--- src/rtl/fanpwm_pkg.sv ---
package fanpwm_pkg;
    localparam int unsigned DATA_W    = 32;
    localparam int unsigned DUTY_W    = 8;
    localparam int unsigned SPEED_W   = 16;
    // steps per period: the full duty range
    localparam int unsigned STEPS     = (1 << DUTY_W) - 1;
    // word indices of the register words
    localparam int unsigned IDX_CTRL  = 0;
    localparam int unsigned IDX_SPEED = 1;
    // control word field positions
    localparam int unsigned RUN_BIT   = 0;
    localparam int unsigned MODE_BIT  = 1;
    localparam int unsigned DUTY_LSB  = 16;
endpackage

--- src/rtl/fanpwm_regs.sv ---
module fanpwm_regs
    import fanpwm_pkg::*;
#(
    parameter int unsigned ADDR_W = 4
) (
    input  logic                clk,
    input  logic                rst_n,
    input  logic                bus_valid,
    input  logic                bus_write,
    input  logic [ADDR_W-1:0]   bus_addr,
    input  logic [DATA_W-1:0]   bus_wdata,
    output logic                run,
    output logic [DUTY_W-1:0]   duty,
    output logic                rd_valid,
    output logic [DATA_W-1:0]   rd_data
);
    localparam int unsigned WORD_W = ADDR_W - 2;

    typedef struct packed {
        logic                run;
        logic                mode;
        logic [DUTY_W-1:0]   duty;
        logic [SPEED_W-1:0]  speed;
        logic                rd_valid;
        logic [DATA_W-1:0]   rd_data;
    } regs_t;

    regs_t r_d, r_q;
    logic [WORD_W-1:0] word;
    logic              unused_bits;

    assign word        = bus_addr[ADDR_W-1:2];
    assign unused_bits = ^{bus_addr[1:0], bus_wdata};

    always_comb begin
        r_d          = r_q;
        r_d.rd_valid = bus_valid && !bus_write;
        r_d.rd_data  = '0;
        if (bus_valid && bus_write) begin
            if (word == WORD_W'(IDX_CTRL)) begin
                r_d.run  = bus_wdata[RUN_BIT];
                r_d.mode = bus_wdata[MODE_BIT];
                r_d.duty = bus_wdata[DUTY_LSB +: DUTY_W];
            end else if (word == WORD_W'(IDX_SPEED)) begin
                r_d.speed = bus_wdata[SPEED_W-1:0];
            end
        end else if (bus_valid) begin
            if (word == WORD_W'(IDX_CTRL)) begin
                r_d.rd_data[RUN_BIT]               = r_q.run;
                r_d.rd_data[MODE_BIT]              = r_q.mode;
                r_d.rd_data[DUTY_LSB +: DUTY_W]    = r_q.duty;
            end else if (word == WORD_W'(IDX_SPEED)) begin
                r_d.rd_data[SPEED_W-1:0] = r_q.speed;
            end
        end
    end

    always_ff @(posedge clk or negedge rst_n) begin
        if (!rst_n) r_q <= '0;
        else        r_q <= r_d;
    end

    assign run      = r_q.run;
    assign duty     = r_q.duty;
    assign rd_valid = r_q.rd_valid;
    assign rd_data  = r_q.rd_data;
endmodule

--- src/rtl/fanpwm_prescaler.sv ---
module fanpwm_prescaler #(
    parameter int unsigned DIV = 2
) (
    input  logic clk,
    input  logic rst_n,
    input  logic run,
    output logic tick
);
    localparam int unsigned PW = (DIV > 1) ? $clog2(DIV) : 1;

    typedef struct packed {
        logic [PW-1:0] pre;
    } pre_t;

    pre_t p_d, p_q;

    assign tick = run && (p_q.pre == PW'(DIV - 1));

    always_comb begin
        p_d = p_q;
        if (!run || tick) p_d.pre = '0;
        else              p_d.pre = p_q.pre + 1'b1;
    end

    always_ff @(posedge clk or negedge rst_n) begin
        if (!rst_n) p_q <= '0;
        else        p_q <= p_d;
    end
endmodule

--- src/rtl/fanpwm_gen.sv ---
module fanpwm_gen
    import fanpwm_pkg::*;
(
    input  logic              clk,
    input  logic              rst_n,
    input  logic              run,
    input  logic              tick,
    input  logic [DUTY_W-1:0] duty,
    output logic [DUTY_W-1:0] step,
    output logic              pwm_out
);
    localparam logic [DUTY_W-1:0] LAST_STEP = DUTY_W'(STEPS - 1);

    typedef struct packed {
        logic [DUTY_W-1:0] cnt;
    } gen_t;

    gen_t g_d, g_q;

    always_comb begin
        g_d = g_q;
        if (!run)
            g_d.cnt = '0;
        else if (tick)
            g_d.cnt = (g_q.cnt == LAST_STEP) ? '0 : g_q.cnt + 1'b1;
    end

    always_ff @(posedge clk or negedge rst_n) begin
        if (!rst_n) g_q <= '0;
        else        g_q <= g_d;
    end

    assign step    = g_q.cnt;
    assign pwm_out = run && (g_q.cnt < duty);
endmodule

--- src/rtl/fanpwm_ctrl.sv ---
module fanpwm_ctrl
    import fanpwm_pkg::*;
#(
    parameter int unsigned CLK_HZ    = 100_000_000,
    parameter int unsigned PERIOD_HZ = 25,
    parameter int unsigned ADDR_W    = 4
) (
    input  logic              clk,
    input  logic              rst_n,
    input  logic              bus_valid,
    input  logic              bus_write,
    input  logic [ADDR_W-1:0] bus_addr,
    input  logic [31:0]       bus_wdata,
    output logic              bus_ready,
    output logic              rd_valid,
    output logic [31:0]       rd_data,
    output logic              pwm_out
);
    localparam int unsigned RAW_DIV = CLK_HZ / (PERIOD_HZ * STEPS);
    localparam int unsigned PRESC   = (RAW_DIV < 1) ? 1 : RAW_DIV;

    logic              ctrl_run;
    logic [DUTY_W-1:0] ctrl_duty;
    logic [DUTY_W-1:0] step_cnt;
    logic              step_tick;

    assign bus_ready = 1'b1;

    fanpwm_regs #(.ADDR_W(ADDR_W)) u_regs (
        .clk      (clk),
        .rst_n    (rst_n),
        .bus_valid(bus_valid),
        .bus_write(bus_write),
        .bus_addr (bus_addr),
        .bus_wdata(bus_wdata),
        .run      (ctrl_run),
        .duty     (ctrl_duty),
        .rd_valid (rd_valid),
        .rd_data  (rd_data)
    );

    fanpwm_prescaler #(.DIV(PRESC)) u_pre (
        .clk  (clk),
        .rst_n(rst_n),
        .run  (ctrl_run),
        .tick (step_tick)
    );

    fanpwm_gen u_gen (
        .clk    (clk),
        .rst_n  (rst_n),
        .run    (ctrl_run),
        .tick   (step_tick),
        .duty   (ctrl_duty),
        .step   (step_cnt),
        .pwm_out(pwm_out)
    );
endmodule

--- config.mk ---
export PLATFORM = sky130hd
export DESIGN_NAME = fanpwm_ctrl
export DESIGN_NICKNAME = d
export VERILOG_FILES = /design/src/rtl/fanpwm_pkg.sv /design/src/rtl/fanpwm_regs.sv /design/src/rtl/fanpwm_prescaler.sv /design/src/rtl/fanpwm_gen.sv /design/src/rtl/fanpwm_ctrl.sv
export SDC_FILE = /design/constraint.sdc
export NUM_CORES = 1
export LEC_CHECK = 0
export ABC_AREA = 1
export BUFFER_PORTS_ARGS = -buffer_cell sky130_fd_sc_hd__buf_2
export CAP_MARGIN = 30
export CORE_MARGIN = 2
export CORE_UTILIZATION = 57
export CTS_BUF_LIST = sky130_fd_sc_hd__clkbuf_8
export DETAILED_ROUTE_END_ITERATION = 10
export PLACE_DENSITY = 0.82
export SETUP_SLACK_MARGIN = 0.3
export SLEW_MARGIN = 15
export SYNTH_ARGS = -nofsm -noshare
export SYNTH_HDL_FRONTEND = slang
export SYNTH_SLANG_ARGS = --single-unit
--- constraint.sdc ---
create_clock -name clk -period 1.4 [get_ports clk]
set_input_delay 0.28 -clock clk [delete_from_list [all_inputs] [get_ports clk]]
set_output_delay 0.28 -clock clk [all_outputs]
set_load 0.005 [all_outputs]
==> results of run 1 <==
==> registers in the layout (all words and copies together) (netlist names) <==
| register | count |
|---|---|
| u_gen.step | 8 |
| u_regs.rd_valid | 1 |
| u_regs.rd_data | 24 |
| u_pre.p_q | 14 |
| u_regs.duty | 8 |
| u_regs.run | 1 |
| u_regs.r_q | 17 |
==> worst max path at each step <==
stage                         from       to  slack (ps)
floorplan            u_gen.step[3]  pwm_out          40
global placement    u_regs.duty[1]  pwm_out        -110
detailed placement  u_regs.duty[7]  pwm_out        -140
CTS                  u_gen.step[1]  pwm_out        -530
global route        u_regs.duty[5]  pwm_out        -580
finish              u_regs.duty[5]  pwm_out        -500
==> layer usage <==
metal  wire, um  vias up  part of all wire  GRT usage
li1           -     1406                 -          -
met1       3161     1391              0.43     0.2694
met2       3814       72              0.51     0.3520
met3        298       15             0.040    0.04946
met4        153        0             0.021     0.1085
met5          0        -                 0          0
==> kinds of logic after synthesis <==
group	Yosys count	share of synthesized area
flops	73	0.5047
fa+ha+maj	11	0.03802
buf+inv	82	0.1313
xor+xnor	5	0.01210
compound gates	30	0.04874
other cells	2	0.002075
simple gates	223	0.2631
==> cell type report <==
type,count,area share
clock buffers,9,0.02850
clock inverters,7,0.01785
inverters,38,0.03397
multi-input cells,278,0.3500
flip-flops and latches,73,0.4208
well taps,77,0.02216
repair buffers,82,0.1267
==> worst reg2reg max path: stages, from the launching register on <==
cell and delay, ps:
dfrtp_1 410, inv_1 70, ha_2 160, nand2_2 60, nor2_2 90, nand2_2 100
o21ai_4 240, buf_8 200, nor3_4 50
==> per-stage QoR <==
stage                     setup TNS [ps]    util  cell area (um2)  total power (W)  hold WS (ps)
after CTS                         -526.1  0.6832             4264         0.004705         140.4
after detailed placement          -141.6  0.6273             3915         0.002991         303.4
after global placement            -107.8  0.6273             3915         0.002954         298.4
after global routing               -3101  0.6965             4347         0.004961         144.5
after floorplan                        0       -             3654         0.002770        -15.59
final                              -1447  0.6965             4347         0.004746         151.2
==> what timing repair did <==
action,4_1_cts,5_1_grt
buffers inserted,1,0
gates resized for setup,32,18
endpoints found under the hold margin,73,0
setup endpoints to repair,48,48
gates cloned,0,1
hold buffers,1,0
pin swaps,6,7
==> cells in the mapped netlist, drive strengths merged <==
cell and instances:
a21oi 16, buf 43, clkbuf 1, clkinv 2, conb 2, dfrtp 73, ha 11, inv 36
nand2 115, nand3 24, nand4 5, nor2 61, nor3 16, o21a 1, o21ai 11, o21bai 2
or2 2, xor2 5
==> power by group <==
group          switching, W  total [W]  internal (W)  leakage [nW]
Clock              0.000843    0.00168      0.000838         0.100
Combinational      0.000416   0.000708      0.000292          1.15
Sequential        0.0000810    0.00236       0.00228         0.960
Total               0.00134    0.00475       0.00341          2.21
==> metrics.cfg, run 1 <==
[setup_path]
critPathCaptureType = output port
cp_slowest_cell = dfrtp_1
reg2reg_depth = 8
cp.required_ps = 1120
crit_path_max_fanout = 3
slowest_delay_ps = 370
cpLargestDelayFamily = flip-flops
critical_path.cell_chain = inv_1 -> ha_1 -> a21oi_2 -> o21a_1 -> nand2_1 -> nor2_2 -> buf_2
cp_num_cells = 7
worstSetupPathType = reg2out
reg2reg_to = u_pre.p_q[8]
r2r_slack_ps = -80
path_buf_inv = 2
start_kind = flip-flop
arrival_ps = 1620
r2r-start = u_pre.p_q[1]

[sta]
fin_crit_ps = 1898
fin_crit_sh = 1.356
fmax_mhz = 526.7
setup_ws_ps = -498.4
rsz0062_at_grt = true
drv_slew = 0
setup_violations = 18
clock_skew_ps = 5.878
hold_viol = 0

[finish]
insertedDiodeCount = 0
mostFrequentLayoutCell = nand2_1
areaGrowthSynthToFinish_pct = 20.08
fillers = 486
mostFrequentLayoutCells = 106 x nand2_1, 71 x dfrtp_1, 55 x buf_2
drive_gt1_frac = 0.3121
multi_input_area_um2 = 1521
instances_no_fill = 564
nets = 533
ff_latch_area_um2 = 1829

[hold_path]
hp-start = bus_wdata[10]
whs_path_depth = 3
hp-class = in2reg
min_to = u_regs.r_q[43]

[die]
die_x_um = 83.69
start_util = 0.5800
io_pins = 75
rows = 29
core_area_um2 = 6241
die_y_um = 83.69
dieArea_um2 = 7004

[detailed_routing]
antenna_left = 0
drt-pass1-iter-count = 4
avgRoutedWirePerCell_um = 13.17
vias_per_cell = 5.113
wl_mm = 7.428
drt_iter0_drc = 176
num_vias = 2884
drc = 0

[synthesis]
synth.avg_cell_area_um2 = 8.497
synth_top_cell_area_share = 0.5047
synth_cell_type_count = 31
yosysWarnings = 0
netlist_area_um2 = 3620
yosys-top-cells-area = dfrtp_1 50%, nand2_1 11%, buf_4 7.1%, nor2_1 5.7%, ha_1 3.8%
synth-seq-cells = 73
synth_area_leader_cell = dfrtp_1
syn_inst = 426
yosysSeqAreaShare = 0.5047

[power]
p_per_area_nw_per_um2 = 1092
p_leak_nw = 2.210
ir_worst_vdd_uv = 712.7

[cts]
numClockSinks = 73
htreeDepth = 3
cts-root-buf = clkbuf_8
cts_tree = done
clk_pin_slew_worst_paths_ps = 80
clock_path_buffers = 2
cts_buffers = 9
insertion_delay_ps = 350

[global_routing]
gr-total-overflow = 0
first_global_vias = 2773
grt_start_max_net_pins = 45
grt_pass1_wl_mm = 12.05
grt_antenna_before_repair = 0
grt_usage = 0.2156

[placed_design]
place.gp.congestion = 0.9197
pre_cts_ws_ps = -141.6
dp_cells = 545
io_buffers = 55
place.detailed.hpwl_mm = 4.938

[flow_run]
drv_cap = 0

[outcome]
violations = negative setup slack
status = finished, violations left

No activity file was read; power rests on OpenSTA's default activity.
==> inputs of run 2 (changes only) <==
- CELL_PAD_IN_SITES_DETAIL_PLACEMENT: not set -> 1
- CELL_PAD_IN_SITES_GLOBAL_PLACEMENT: not set -> 1
- CORE_UTILIZATION: 57 -> 42
- PLACE_DENSITY: 0.82 -> 0.81
==> metrics.cfg, run 2 (synthesis gave the netlist of run 1 again) <==
[cts]
cts_buffers = 9
clock_path_buffers = 2
insertion_delay_ps = 360
numClockSinks = 73
cts-root-buf = clkbuf_8
clk_pin_slew_worst_paths_ps = 90
cts_tree = done
htreeDepth = 3

[sta]
hold_viol = 0
drv_slew = 0
setup_ws_ps = -562.9
rsz0062_at_grt = true
setup_violations = 23
clock_skew_ps = 6.577
fin_crit_ps = 1963
fin_crit_sh = 1.402
fmax_mhz = 509.4

[setup_path]
cpLargestDelayFamily = simple AND/OR/NAND/NOR gates
cp.required_ps = 1120
worstSetupPathType = reg2out
cp_slowest_cell = dfrtp_1
path_buf_inv = 2
critical_path.cell_chain = ha_1 -> nand2_1 -> inv_1 -> nand2_1 -> nand2_1 -> nand2_1 -> nand2_1 -> nor2_1 -> buf_2
critPathCaptureType = output port
critPathMostFrequentCell = nand2_1
arrival_ps = 1680
start_kind = flip-flop
slowest_delay_ps = 410
crit_path_max_fanout = 2

[power]
power_w = 0.004814
p_per_area_nw_per_um2 = 1050
p_leak_nw = 2.316
ir_worst_vdd_uv = 548.2

[finish]
areaGrowthSynthToFinish_pct = 26.69
fillers = 977
mostFrequentLayoutCells = 101 x nand2_1, 73 x dfrtp_1, 55 x buf_2
ff_latch_area_um2 = 1827
insertedDiodeCount = 0
largest_register_ffs = 24
multi_input_area_um2 = 1583
drive_gt1_frac = 0.3539
nets = 549
mostFrequentLayoutCell = nand2_1

[detailed_routing]
wl_met2_mm = 5.564
vias_per_cell = 4.997
num_vias = 3038
drc = 0
drt_iter0_drc = 85
top_layer_used = met4
wl_mm = 10.20
met3_length_um = 267
drt-pass1-iter-count = 4
avgRoutedWirePerCell_um = 16.78
antenna_left = 0
wl_met1_mm = 4.135

[die]
die_x_um = 96.84
dieArea_um2 = 9377
start_util = 0.4362
die_y_um = 96.84
rows = 33
core_area_um2 = 8299
io_pins = 75

[placed_design]
place.detailed.hpwl_mm = 6.658
io_buffers = 55
pre_cts_ws_ps = -171.6
place.gp.congestion = 0.8322

[global_routing]
grt_antenna_before_repair = 0
grt_pass1_wl_mm = 16.15
gr-total-overflow = 0
grt_usage = 0.2132
grt_start_max_net_pins = 34
first_global_vias = 3336

[outcome]
status = finished, violations left
violations = negative setup slack

[flow_run]
drv_cap = 0

[hold_path]
hp-class = in2reg

-- run 2: power breakdown --
group          internal (W)  switching [W]  total [W]
Sequential          0.00228      0.0000937    0.00237
Clock              0.000655       0.000902    0.00156
Combinational      0.000394       0.000494   0.000887
-- run 2: cell type report --
type	count	area share
well taps	105	0.02865
flip-flops and latches	73	0.3984
inverters	38	0.03220
multi-input cells	278	0.3452
clock buffers	9	0.02701
clock inverters	7	0.01173
repair buffers	98	0.1569
-- run 2: metal layers --
metal	track usage	vias to the layer above
met2	0.3964	65
met1	0.2471	1520
met5	0	-
met4	0.07584	0
li1	-	1433
met3	0.03251	20
-- run 2: stage by stage --
| stage | cells | hold WS (ps) | util | cell area (um2) | setup TNS [ps] |
|---|---|---|---|---|---|
| 5_1_grt | 608 | 158.6 | 0.5525 | 4586 | -4208 |
| 2_1_floorplan | 433 | -15.59 | - | 3654 | 0 |
| 3_3_place_gp | 583 | 214.0 | 0.4880 | 4050 | -95.69 |
| 4_1_cts | 603 | 144.7 | 0.5313 | 4409 | -890.9 |
| 6_report | 608 | 149.0 | 0.5525 | 4586 | -2371 |
| 3_5_place_dp | 583 | 218.5 | 0.4880 | 4050 | -299.0 |
-- run 2: what timing repair did --
action                     4_1_cts  5_1_grt
pin swaps                       10       18
gates cloned                     0        1
hold buffers                     1        0
hold endpoints to repair        11        0
setup endpoints to repair       48       48
buffers inserted                 3        4
gates resized for setup         39       28
-- run 2: worst min-delay path, stage by stage --
cell	delay, ps
buf_2	70
nand3_1	60
nand2_1	60
-- run 2: path summary, 6_finish.rpt --
kind,endpoint,cells after the start,from,slack [ps]
max,pwm_out,9,u_gen.step[3],-560
min,u_regs.r_q[44],3,bus_wdata[11],150
max reg2reg,u_pre.p_q[5],8,u_pre.p_q[1],-120
min reg2reg,u_regs.r_q[40],2,u_regs.r_q[40],480
max in group asynchronous,u_pre.p_q[11],3,rst_n,500
min in group asynchronous,u_pre.p_q[0],2,rst_n,390
==> inputs of run 3 (changes only) <==
- PLACE_DENSITY: 0.81 -> not set
- PLACE_DENSITY_LB_ADDON: not set -> 0.1
==> metrics.cfg, run 3 (synthesis gave the netlist of run 1 again) <==
[outcome]
status = finished, violations left
violations = negative setup slack

[detailed_routing]
drc = 0
num_vias = 2941
wl_mm = 9.042
drt_iter0_drc = 79
avgRoutedWirePerCell_um = 14.90
vias_per_cell = 4.845
drt-pass1-iter-count = 4
antenna_left = 0

[cts]
clock_path_buffers = 2
insertion_delay_ps = 340
htreeDepth = 3
cts_tree = done
clk_pin_slew_worst_paths_ps = 70
cts-root-buf = clkbuf_8
numClockSinks = 73
cts_buffers = 9

[sta]
whs_ps = 164.8
fmax_mhz = 536.0
setup_violations = 23
setup_ws_ps = -465.5
fin_crit_sh = 1.333
drv_slew = 0
fin_setup_tns_ps = -2305
hold_viol = 0
clock_skew_ps = 8.300
fin_crit_ps = 1866
rsz0062_at_grt = true

[setup_path]
crit_path_max_fanout = 2
arrival_ps = 1590
start_kind = flip-flop
cp.required_ps = 1120
reg2reg_depth = 11
cpLargestDelayFamily = flip-flops
r2r_slack_ps = -180
critPathCaptureType = output port
worstSetupPathType = reg2out
critPathMostFrequentCell = nand2_1
critical_path.cell_chain = inv_2 -> ha_4 -> nand2_1 -> inv_1 -> nand2_1 -> nand2_1 -> nand2_1 -> nand2_1 -> nor2_1 -> buf_2
cp_slowest_cell = dfrtp_1
cp_num_cells = 10
path_buf_inv = 3
slowest_delay_ps = 390

[global_routing]
grt_pass1_wl_mm = 14.45
grt_usage = 0.1919
gr-total-overflow = 0
first_global_vias = 3053
grt_start_max_net_pins = 74
grt_antenna_before_repair = 0

[finish]
postLayoutCoreUtil = 0.5562
insertedDiodeCount = 0
mostFrequentLayoutCell = nand2_1
drive_gt1_frac = 0.3546
mostFrequentLayoutCells = 102 x nand2_1, 72 x dfrtp_1, 55 x buf_2
largest_register_ffs = 24
nets = 550
areaGrowthSynthToFinish_pct = 27.51

[die]
dieArea_um2 = 9377
core_area_um2 = 8299
io_pins = 75
start_util = 0.4362
rows = 33
die_y_um = 96.84
die_x_um = 96.84

[placed_design]
place.gp.congestion = 0.7964
place.detailed.hpwl_mm = 6.016
io_buffers = 55

[power]
p_per_area_nw_per_um2 = 1115
ir_worst_vdd_uv = 521.8
p_leak_nw = 2.329

[flow_run]
drv_cap = 0

[hold_path]
hp-class = in2reg
whs_path_depth = 3

-- run 3: cell types whose count changed in the layout (fill, tap and decap cells not counted), sizes merged --
cell	previous run	this run
bufinv	0	3
clkinvlp	3	0
buf	96	98
clkinv	4	2
inv	38	37
-- run 3: layout make-up --
cell class	count	area, um2
Fill cell	996	3684
Clock buffer	10	137.6
Tap cell	105	131.4
Clock inverter	4	93.84
Timing Repair Buffer	99	695.7
Sequential cell	73	1828
Inverter	38	150.1
Multi-Input combinational cell	278	1579
-- run 3: metrics by stage --
stage	power, W	setup slack, ps	instance area [um2]	std cells
global placement	0.003032	-80.11	4010	581
detailed placement	0.003069	-126.0	4010	581
global route	0.005407	-602.2	4616	607
finish	0.005148	-465.5	4616	607
floorplan	0.002770	42.91	3654	433
CTS	0.005139	-485.2	4422	602
-- run 3: path summary, 6_finish.rpt --
| path | start | endpoint |
|---|---|---|
| max | u_regs.duty[3] | pwm_out |
| min | bus_wdata[11] | u_regs.r_q[44] |
| max reg2reg | u_gen.step[1] | u_gen.step[7] |
| min reg2reg | u_regs.r_q[42] | u_regs.r_q[42] |
| max in group asynchronous | rst_n | u_pre.p_q[2] |
| min in group asynchronous | rst_n | u_regs.r_q[43] |
-- run 3: tightest hold or removal path: stages --
cell and delay, ps:
buf_2 70, nand3_1 60, nand2_1 60
-- run 3: repair_timing --
item / in CTS / in global routing
gates resized for setup: 29 / 40
endpoints found under the setup margin: 48 / 48
endpoints found under the hold margin: 73 / 0
setup buffers: 5 / 4
hold buffers: 1 / 0
pin swaps: 14 / 13
gates cloned: 1 / 1
-- run 3: report_power, final --
group	internal (W)	switching, W	leakage (nW)
registers	0.00228	0.0000819	0.961
logic	0.000368	0.000453	1.25
clock network	0.00121	0.000760	0.120
total	0.00385	0.00130	2.33
-- run 3: routing by layer --
metal  vias to the layer above  share of wire  track usage  routed length [um]
li1                       1428              -            -                   -
met1                      1457           0.41       0.2377                3725
met2                        47           0.55       0.3381                4955
met3                         9          0.027      0.03324                 246
met4                         0          0.013      0.06501                 114
met5                         -              0            0                   0
